[config.mk]
export PLATFORM = sky130hd
export DESIGN_NAME = autoshdn_sar_if
export DESIGN_NICKNAME = d
export VERILOG_FILES = /design/src/rtl/autoshdn_sar_pkg.sv /design/src/rtl/autoshdn_edge_sync.sv /design/src/rtl/autoshdn_conv_timer.sv /design/src/rtl/autoshdn_result_fmt.sv /design/src/rtl/autoshdn_frame_shift.sv /design/src/rtl/autoshdn_sar_if.sv
export SDC_FILE = /design/constraint.sdc
export NUM_CORES = 1
export LEC_CHECK = 0
export BUFFER_PORTS_ARGS = -buffer_cell sky130_fd_sc_hd__buf_4
export CORE_ASPECT_RATIO = 1.75
export CORE_MARGIN = 2
export CORE_UTILIZATION = 50
export DETAILED_ROUTE_END_ITERATION = 16
export PLACE_DENSITY = 0.69
export SYNTH_ARGS = -nofsm -noshare
export SYNTH_HDL_FRONTEND = slang
export SYNTH_SLANG_ARGS = --single-unit
export TNS_END_PERCENT = 100
[constraint.sdc]
create_clock -name clk -period 2.3 [get_ports clk]
set_clock_uncertainty 0.2 [all_clocks]
set_input_delay 0.115 -clock clk [delete_from_list [all_inputs] [get_ports clk]]
set_output_delay 0.115 -clock clk [all_outputs]
set_load 0.1 [all_outputs]
[src/rtl/autoshdn_sar_pkg.sv]
package autoshdn_sar_pkg;

    typedef enum logic [2:0] {
        ST_SHDN,
        ST_TRACK,
        ST_HOLD,
        ST_TRACK_B,
        ST_CONV,
        ST_READ
    } sar_state_e;

    localparam int SUB_BITS = 2;

endpackage

[src/rtl/autoshdn_edge_sync.sv]
module autoshdn_edge_sync #(
    parameter int STAGES = 2
) (
    input  logic clk,
    input  logic rst_n,
    input  logic async_i,
    output logic rise_o,
    output logic fall_o
);
    logic [STAGES:0] chain_q;

    always_ff @(posedge clk or negedge rst_n) begin
        if (!rst_n) begin
            chain_q <= '0;
        end else begin
            chain_q <= {chain_q[STAGES-1:0], async_i};
        end
    end

    assign rise_o = chain_q[STAGES-1] & ~chain_q[STAGES];
    assign fall_o = ~chain_q[STAGES-1] & chain_q[STAGES];

endmodule

[src/rtl/autoshdn_conv_timer.sv]
module autoshdn_conv_timer #(
    parameter int CLK_DIV    = 63,
    parameter int CONV_TICKS = 14,
    parameter int GAP_CYC    = 32
) (
    input  logic clk,
    input  logic rst_n,
    input  logic start_i,
    input  logic run_i,
    output logic window_o,
    output logic done_o
);
    localparam int DIV_W = $clog2(CLK_DIV);
    localparam int TK_W  = $clog2(CONV_TICKS);
    localparam int GAP_W = $clog2(GAP_CYC + 1);
    localparam logic [DIV_W-1:0] DIV_LAST  = DIV_W'(CLK_DIV - 1);
    localparam logic [TK_W-1:0]  TICK_LAST = TK_W'(CONV_TICKS - 1);
    localparam logic [GAP_W-1:0] GAP_END   = GAP_W'(GAP_CYC);

    logic [DIV_W-1:0] div_q;
    logic [TK_W-1:0]  tick_q;
    logic [GAP_W-1:0] gap_q;

    always_ff @(posedge clk or negedge rst_n) begin
        if (!rst_n) begin
            div_q  <= '0;
            tick_q <= '0;
            gap_q  <= '0;
        end else if (start_i) begin
            div_q  <= '0;
            tick_q <= '0;
            gap_q  <= '0;
        end else if (run_i) begin
            if (gap_q != GAP_END) begin
                gap_q <= gap_q + 1'b1;
            end
            if (div_q == DIV_LAST) begin
                div_q <= '0;
                if (tick_q != TICK_LAST) begin
                    tick_q <= tick_q + 1'b1;
                end
            end else begin
                div_q <= div_q + 1'b1;
            end
        end
    end

    assign window_o = (gap_q != GAP_END);
    assign done_o   = run_i && (div_q == DIV_LAST) && (tick_q == TICK_LAST);

    AST_WINDOW_SHUTS_FIRST: assert property (@(posedge clk) disable iff (!rst_n)
        done_o |-> !window_o);

endmodule

[src/rtl/autoshdn_result_fmt.sv]
module autoshdn_result_fmt #(
    parameter int DATA_W     = 10,
    parameter int DIFF_INPUT = 0
) (
    input  logic [DATA_W-1:0] a_i,
    input  logic [DATA_W-1:0] b_i,
    input  logic              alt_i,
    output logic [DATA_W-1:0] result_o
);
    generate
        if (DIFF_INPUT == 0) begin : g_single
            assign result_o = alt_i ? b_i : a_i;
        end else begin : g_diff
            localparam logic signed [DATA_W:0] POS_MAX = (DATA_W+1)'((2 ** (DATA_W - 1)) - 1);
            localparam logic signed [DATA_W:0] NEG_MIN = -(DATA_W+1)'(2 ** (DATA_W - 1));
            logic signed [DATA_W:0] diff;
            assign diff = $signed({1'b0, a_i}) - $signed({1'b0, b_i});
            always_comb begin
                if (!alt_i) begin
                    result_o = diff[DATA_W] ? '0 : diff[DATA_W-1:0];
                end else if (diff > POS_MAX) begin
                    result_o = POS_MAX[DATA_W-1:0];
                end else if (diff < NEG_MIN) begin
                    result_o = NEG_MIN[DATA_W-1:0];
                end else begin
                    result_o = diff[DATA_W-1:0];
                end
            end
        end
    endgenerate

endmodule

[src/rtl/autoshdn_frame_shift.sv]
module autoshdn_frame_shift #(
    parameter int DATA_W = 10,
    parameter int SUB_W  = 2
) (
    input  logic              clk,
    input  logic              rst_n,
    input  logic              load_i,
    input  logic [DATA_W-1:0] data_i,
    input  logic              active_i,
    input  logic              sclk_rise_i,
    input  logic              sclk_fall_i,
    output logic              bit_o,
    output logic              done_o
);
    localparam int FRAME_W = DATA_W + SUB_W;
    localparam int CNT_W   = $clog2(FRAME_W + 1);
    localparam logic [CNT_W-1:0] LAST_RISE = CNT_W'(FRAME_W - 1);

    logic [FRAME_W-1:0] frame_q;
    logic [CNT_W-1:0]   rcnt_q;
    logic               pend_q;

    always_ff @(posedge clk or negedge rst_n) begin
        if (!rst_n) begin
            frame_q <= '0;
            rcnt_q  <= '0;
            pend_q  <= 1'b0;
        end else if (load_i) begin
            frame_q <= {data_i, {SUB_W{1'b0}}};
            rcnt_q  <= '0;
            pend_q  <= 1'b0;
        end else if (active_i) begin
            if (sclk_rise_i) begin
                rcnt_q <= rcnt_q + 1'b1;
                pend_q <= 1'b1;
            end else if (sclk_fall_i && pend_q) begin
                frame_q <= {frame_q[FRAME_W-2:0], 1'b0};
                pend_q  <= 1'b0;
            end
        end
    end

    assign bit_o  = frame_q[FRAME_W-1];
    assign done_o = active_i && sclk_rise_i && (rcnt_q == LAST_RISE);

    AST_NO_OVERRUN: assert property (@(posedge clk) disable iff (!rst_n)
        active_i |-> (rcnt_q <= LAST_RISE));
    AST_SHIFT_ON_FALL_ONLY: assert property (@(posedge clk) disable iff (!rst_n)
        (active_i && !load_i && !sclk_fall_i) |=> $stable(frame_q));

endmodule

[src/rtl/autoshdn_sar_if.sv]
module autoshdn_sar_if
    import autoshdn_sar_pkg::*;
#(
    parameter int DATA_W      = 10,
    parameter int CLK_DIV     = 63,
    parameter int CONV_TICKS  = 14,
    parameter int GAP_CYC     = 32,
    parameter int SYNC_STAGES = 2,
    parameter int DIFF_INPUT  = 0
) (
    input  logic              clk,
    input  logic              rst_n,
    input  logic              start_i,
    input  logic              sclk_i,
    input  logic [DATA_W-1:0] sample_a_i,
    input  logic [DATA_W-1:0] sample_b_i,
    output logic              dout_o,
    output logic              dout_oe_o,
    output logic              busy_o
);
    sar_state_e state_q, state_d;
    logic alt_q, alt_d;
    logic [DATA_W-1:0] samp_a_q, samp_b_q;
    logic [DATA_W-1:0] result_w;
    logic start_rise, start_fall, sclk_rise, sclk_fall;
    logic tmr_start, tmr_run, tmr_window, tmr_done;
    logic shift_load, shift_bit, shift_done, reading;
    logic latch_now;

    autoshdn_edge_sync #(.STAGES(SYNC_STAGES)) u_start_sync (
        .clk(clk), .rst_n(rst_n), .async_i(start_i),
        .rise_o(start_rise), .fall_o(start_fall)
    );

    autoshdn_edge_sync #(.STAGES(SYNC_STAGES)) u_sclk_sync (
        .clk(clk), .rst_n(rst_n), .async_i(sclk_i),
        .rise_o(sclk_rise), .fall_o(sclk_fall)
    );

    assign latch_now = start_fall && (state_q == ST_TRACK || state_q == ST_TRACK_B);
    assign tmr_start = latch_now;
    assign tmr_run   = (state_q == ST_HOLD) || (state_q == ST_CONV);

    autoshdn_conv_timer #(
        .CLK_DIV(CLK_DIV), .CONV_TICKS(CONV_TICKS), .GAP_CYC(GAP_CYC)
    ) u_timer (
        .clk(clk), .rst_n(rst_n), .start_i(tmr_start), .run_i(tmr_run),
        .window_o(tmr_window), .done_o(tmr_done)
    );

    autoshdn_result_fmt #(.DATA_W(DATA_W), .DIFF_INPUT(DIFF_INPUT)) u_fmt (
        .a_i(samp_a_q), .b_i(samp_b_q), .alt_i(alt_q), .result_o(result_w)
    );

    assign shift_load = tmr_done;
    assign reading    = (state_q == ST_READ);

    autoshdn_frame_shift #(.DATA_W(DATA_W), .SUB_W(SUB_BITS)) u_shift (
        .clk(clk), .rst_n(rst_n), .load_i(shift_load), .data_i(result_w),
        .active_i(reading), .sclk_rise_i(sclk_rise), .sclk_fall_i(sclk_fall),
        .bit_o(shift_bit), .done_o(shift_done)
    );

    // next-state decode
    always_comb begin
        state_d = state_q;
        alt_d   = alt_q;
        unique case (state_q)
            ST_SHDN: begin
                if (start_rise) begin
                    state_d = ST_TRACK;
                    alt_d   = 1'b0;
                end
            end
            ST_TRACK: begin
                if (start_fall) begin
                    state_d = alt_q ? ST_CONV : ST_HOLD;
                end
            end
            ST_HOLD: begin
                if (tmr_done) begin
                    state_d = ST_READ;
                end else if (start_rise && tmr_window) begin
                    state_d = ST_TRACK_B;
                    alt_d   = 1'b1;
                end
            end
            ST_TRACK_B: begin
                if (start_fall) begin
                    state_d = ST_CONV;
                end
            end
            ST_CONV: begin
                if (tmr_done) begin
                    state_d = ST_READ;
                end
            end
            ST_READ: begin
                if (start_rise) begin
                    state_d = ST_TRACK;
                    alt_d   = ~shift_done;
                end else if (shift_done) begin
                    state_d = ST_SHDN;
                end
            end
            default: begin
                state_d = ST_SHDN;
            end
        endcase
    end

    // state register
    always_ff @(posedge clk or negedge rst_n) begin
        if (!rst_n) begin
            state_q  <= ST_SHDN;
            alt_q    <= 1'b0;
            samp_a_q <= '0;
            samp_b_q <= '0;
        end else begin
            state_q <= state_d;
            alt_q   <= alt_d;
            if (latch_now) begin
                samp_a_q <= sample_a_i;
                samp_b_q <= sample_b_i;
            end
        end
    end

    // outputs
    always_comb begin
        dout_oe_o = 1'b1;
        dout_o    = 1'b0;
        busy_o    = 1'b0;
        unique case (state_q)
            ST_SHDN:    dout_oe_o = 1'b0;
            ST_TRACK:   dout_o    = 1'b0;
            ST_TRACK_B: dout_o    = 1'b0;
            ST_HOLD:    busy_o    = 1'b1;
            ST_CONV:    busy_o    = 1'b1;
            ST_READ:    dout_o    = shift_bit;
            default:    dout_oe_o = 1'b0;
        endcase
    end

    AST_WAKE_DRIVES_LOW: assert property (@(posedge clk) disable iff (!rst_n)
        (state_q == ST_SHDN && start_rise) |=> (dout_oe_o && !dout_o));
    AST_MSB_AT_BUSY_END: assert property (@(posedge clk) disable iff (!rst_n)
        $rose(state_q == ST_READ) |-> (dout_oe_o && !busy_o && dout_o == result_w[DATA_W-1]));
    AST_CONV_IGNORES_START: assert property (@(posedge clk) disable iff (!rst_n)
        (state_q == ST_CONV) |=> (state_q == ST_CONV || state_q == ST_READ));
    AST_RELEASE_AFTER_FRAME: assert property (@(posedge clk) disable iff (!rst_n)
        $fell(dout_oe_o) |-> $past(shift_done));

endmodule

==> run summary <==
CTS max path bufs: 2
drt initial violations: 116
EDFF count, synth: 0
Nets: 403
Main synth FF type: dfrtp_1
status: complete, no violations
initial antenna violation count: 0
H-Tree Depth: 3
Post-synth ARST share: 1.000
actual slew at the worst max-slew pin: 0.7762 ns
largest net degree at the start of global routing: 62
Final min period: 2.122 ns
adder-cell area share of the yosys netlist: 0.02818
Seq cells post-synth: 61
Place WS: 0.1979 ns
simple-gate portion of the synthesized area: 0.2069
Power Total: 4008 µW
critical path arrival: 2.18 ns
Worst-path clk slew: 0.07 ns
Reg2Reg Depth: 6
PnR worst setup slack: 0.1778 ns
Slew Limit Fails: 0
placed cell count: 418
cell area after synthesis: 3108 µm²
Ports: 27
Core Area: 6086 µm²
Post-Layout Inst Area: 3814 µm²
Post-Syn Instances: 322
max frequency: 471.2 MHz
site row count: 38
Mapped Nets: 353
CTS Buf Count: 9
die width: 63.60 µm
Clk Latency, worst-skew pair: 0.35 ns
reported max-cap violation count: 0
hold path cells: 0
Leak Pwr: 0.001790 µW
Distinct cells, synth: 60
routed vias: 2472
Congestion Overflow GR: 0
Seq/Total Area, Yosys: 0.4911
combinational family with the most area after synthesis: simple AND/OR/NAND/NOR gates
Compound-Gate Fraction of Synth Area: 0.1449
Required @ worst endpoint: 2.36 ns
Overall Global Routing Usage: 0.2273
clk root buf: clkbuf_8
proportion of power drawn by combinational gates: 0.346
vias in the first global route: 2589
Via-to-Cell Ratio: 5.421
antenna cells: 0
CTS tree: built
Initial Util: 0.5107
endpoints failing setup: 0
PortBufs: 26
Startpoint Class: register
Final TNS setup: 0 ns
Seq pwr share: 0.413
first-pass GRT wire length: 11.87 mm
Net Sw Power: 1537 µW
DR DRC count: 0
Setup Buffers After CTS: 0
RSZ-0062 raised after global routing: no
clock sink count: 61
die area: 6888 µm²
yosys warns: 0
placer congestion estimate: 0.8847
remaining antenna violation count after routing: 0
WL final: 6.703 mm
Max VDD drop: 0.6112 mV
DR pass1 iterations: 4
internal power: 2471 µW
final cell count without fillers: 456
Worst Path Max Fanout: 9
fillcell total: 545
XOR/XNOR share of the synthesized area: 0.02295
dpl cell area: 3376 µm²
Worst Hold Class: register to register
period utilization: 0.9227
Clock power frac: 0.240
CP Class: register to register
CP Capture Type: register
share of post-route cells with drive strength above 1: 0.1702
HPWL after detailed placement: 4.491 mm
wire length per cell: 14.70 µm
sw frac: 0.3835
area grow syn2layout: 22.71%
Final Hold Fails: 0
Worst slew margin: 0.4825
die height: 108.3 µm
syn_area_per_cell: 9.652 µm²
mux contribution to synthesized area: 0.05153
P per Cell Area: 1051 nW/µm²
## stage by stage
step	hold slack [ns]	util
after CTS	0.1504	0.6252
after detailed placement	0.02552	0.5547
after global placement	0.02417	0.5547
after floorplan	-0.3806	-
final	0.1502	0.6266
after global routing	0.1552	0.6266
## area by class of cell
cell class | count | area (µm²) | area share
Clock buffer | 11 | 151.4 | 0.03970
Clock inverter | 4 | 47.55 | 0.01247
Inverter | 21 | 80.08 | 0.02100
Multi-Input combinational cell | 223 | 1429 | 0.3747
Sequential cell | 61 | 1528 | 0.4006
Tap cell | 80 | 100.1 | 0.02625
Timing Repair Buffer | 56 | 478.0 | 0.1253
## worst max-delay path, stage by stage, from the launching register on
cell	delay, ns
dfrtp_1	0.44
inv_1	0.08
ha_1	0.13
and4_1	0.36
and2_0	0.35
nand3_2	0.24
o221ai_1	0.24
## timing repair
item,CTS,global route
setup endpoints to repair,0,2
endpoints found under the hold margin,83,0
hold buffers,23,0
resized for setup,0,2
## final timing paths
| path | start | end | slack, ns |
|---|---|---|---|
| max | u_timer.div_q[0] | u_shift.frame_q[10] | 0.18 |
| min | u_start_sync.chain_q[0] | u_start_sync.chain_q[1] | 0.15 |
| max reg2reg | u_timer.div_q[0] | u_shift.frame_q[10] | 0.18 |
| min reg2reg | u_start_sync.chain_q[0] | u_start_sync.chain_q[1] | 0.15 |
| max in group asynchronous | rst_n | state_q[1] | 1.16 |
| min in group asynchronous | rst_n | u_timer.gap_q[0] | 0.18 |
## cells by family after synthesis
family,Yosys count
AO/OA/AOI/OAI,61
XOR/XNOR,6
adder cells (fa/ha/maj),7
buffers and inverters,38
flip-flops,61
multiplexers,16
AND/OR/NAND/NOR,133
## flip-flops by register name, indices dropped and copies added (netlist names)
signal                flops
alt_q                     1
samp_a_q                 10
samp_b_q                 10
state_q                   3
u_sclk_sync.chain_q       3
u_shift.frame_q          10
u_shift.pend_q            1
u_shift.rcnt_q            4
u_start_sync.chain_q      3
u_timer.div_q             6
u_timer.gap_q             6
u_timer.tick_q            4
## layer usage
metal / GRT usage / share of wire / up-vias
met5: 0 / 0 / -
met4: 0.1149 / 0.025 / 0
met3: 0.05307 / 0.032 / 13
met2: 0.4120 / 0.55 / 49
met1: 0.2433 / 0.39 / 1193
li1: - / - / 1217
## power groups by stage
| stage | logic (µW) | clock network [µW] | registers, µW |
|---|---|---|---|
| after global placement | 1330 | 0 | 1660 |
| after detailed placement | 1350 | 0 | 1670 |
| after global routing | 1560 | 1040 | 1710 |
| final | 1390 | 963 | 1660 |
| after floorplan | 1140 | 0 | 1530 |
| after CTS | 1390 | 992 | 1650 |
## synthesized netlist by cell type (2+ instances only)
library cell	n	area, µm²
a21oi_1	12	60.06
a31o_2	2	17.52
a32o_1	2	20.02
and3_1	3	18.77
and4_1	2	17.52
buf_2	5	25.02
buf_6	2	22.52
clkbuf_1	8	30.03
dfrtp_1	61	1526
ha_1	7	87.58
inv_1	19	71.32
mux2i_1	16	160.2
nand2_1	77	289.0
nand2b_1	7	43.79
nand3_1	8	40.04
nand3b_1	4	30.03
nor2_1	7	26.28
nor2b_1	4	25.02
nor3_1	5	25.02
nor4_1	3	18.77
o211a_1	2	20.02
o211ai_1	2	15.01
o21ai_0	10	50.05
o221ai_1	8	70.07
o31ai_1	4	30.03
or2_2	2	12.51
or3_1	3	18.77
xnor2_1	5	43.79
## layout by cell type, fill, tap and decap left out, drive strengths merged, types with 2 or more instances in the layout
master	netlist	routed
or2	2	2
ha	7	7
buf	9	33
xnor2	5	5
dlygate4sd3	0	23
o211a	2	2
a31o	2	2
nor2b	4	4
or3	3	3
o21bai	2	2
or3b	2	2
nand2b	7	7
o21ai	10	10
o211ai	3	3
nor3	5	5
and4	2	2
dfrtp	61	61
nor2	7	7
nand3	9	9
inv	20	20
nand2	78	78
and3	3	3
clkinv	1	3
nor4	3	3
a32o	2	2
nand4	2	2
clkbuf	8	11
o221ai	8	8
a21oi	12	12
o31ai	4	4
mux2i	16	16
nand3b	4	4
Note: power is estimated with default switching activity, not from simulation.
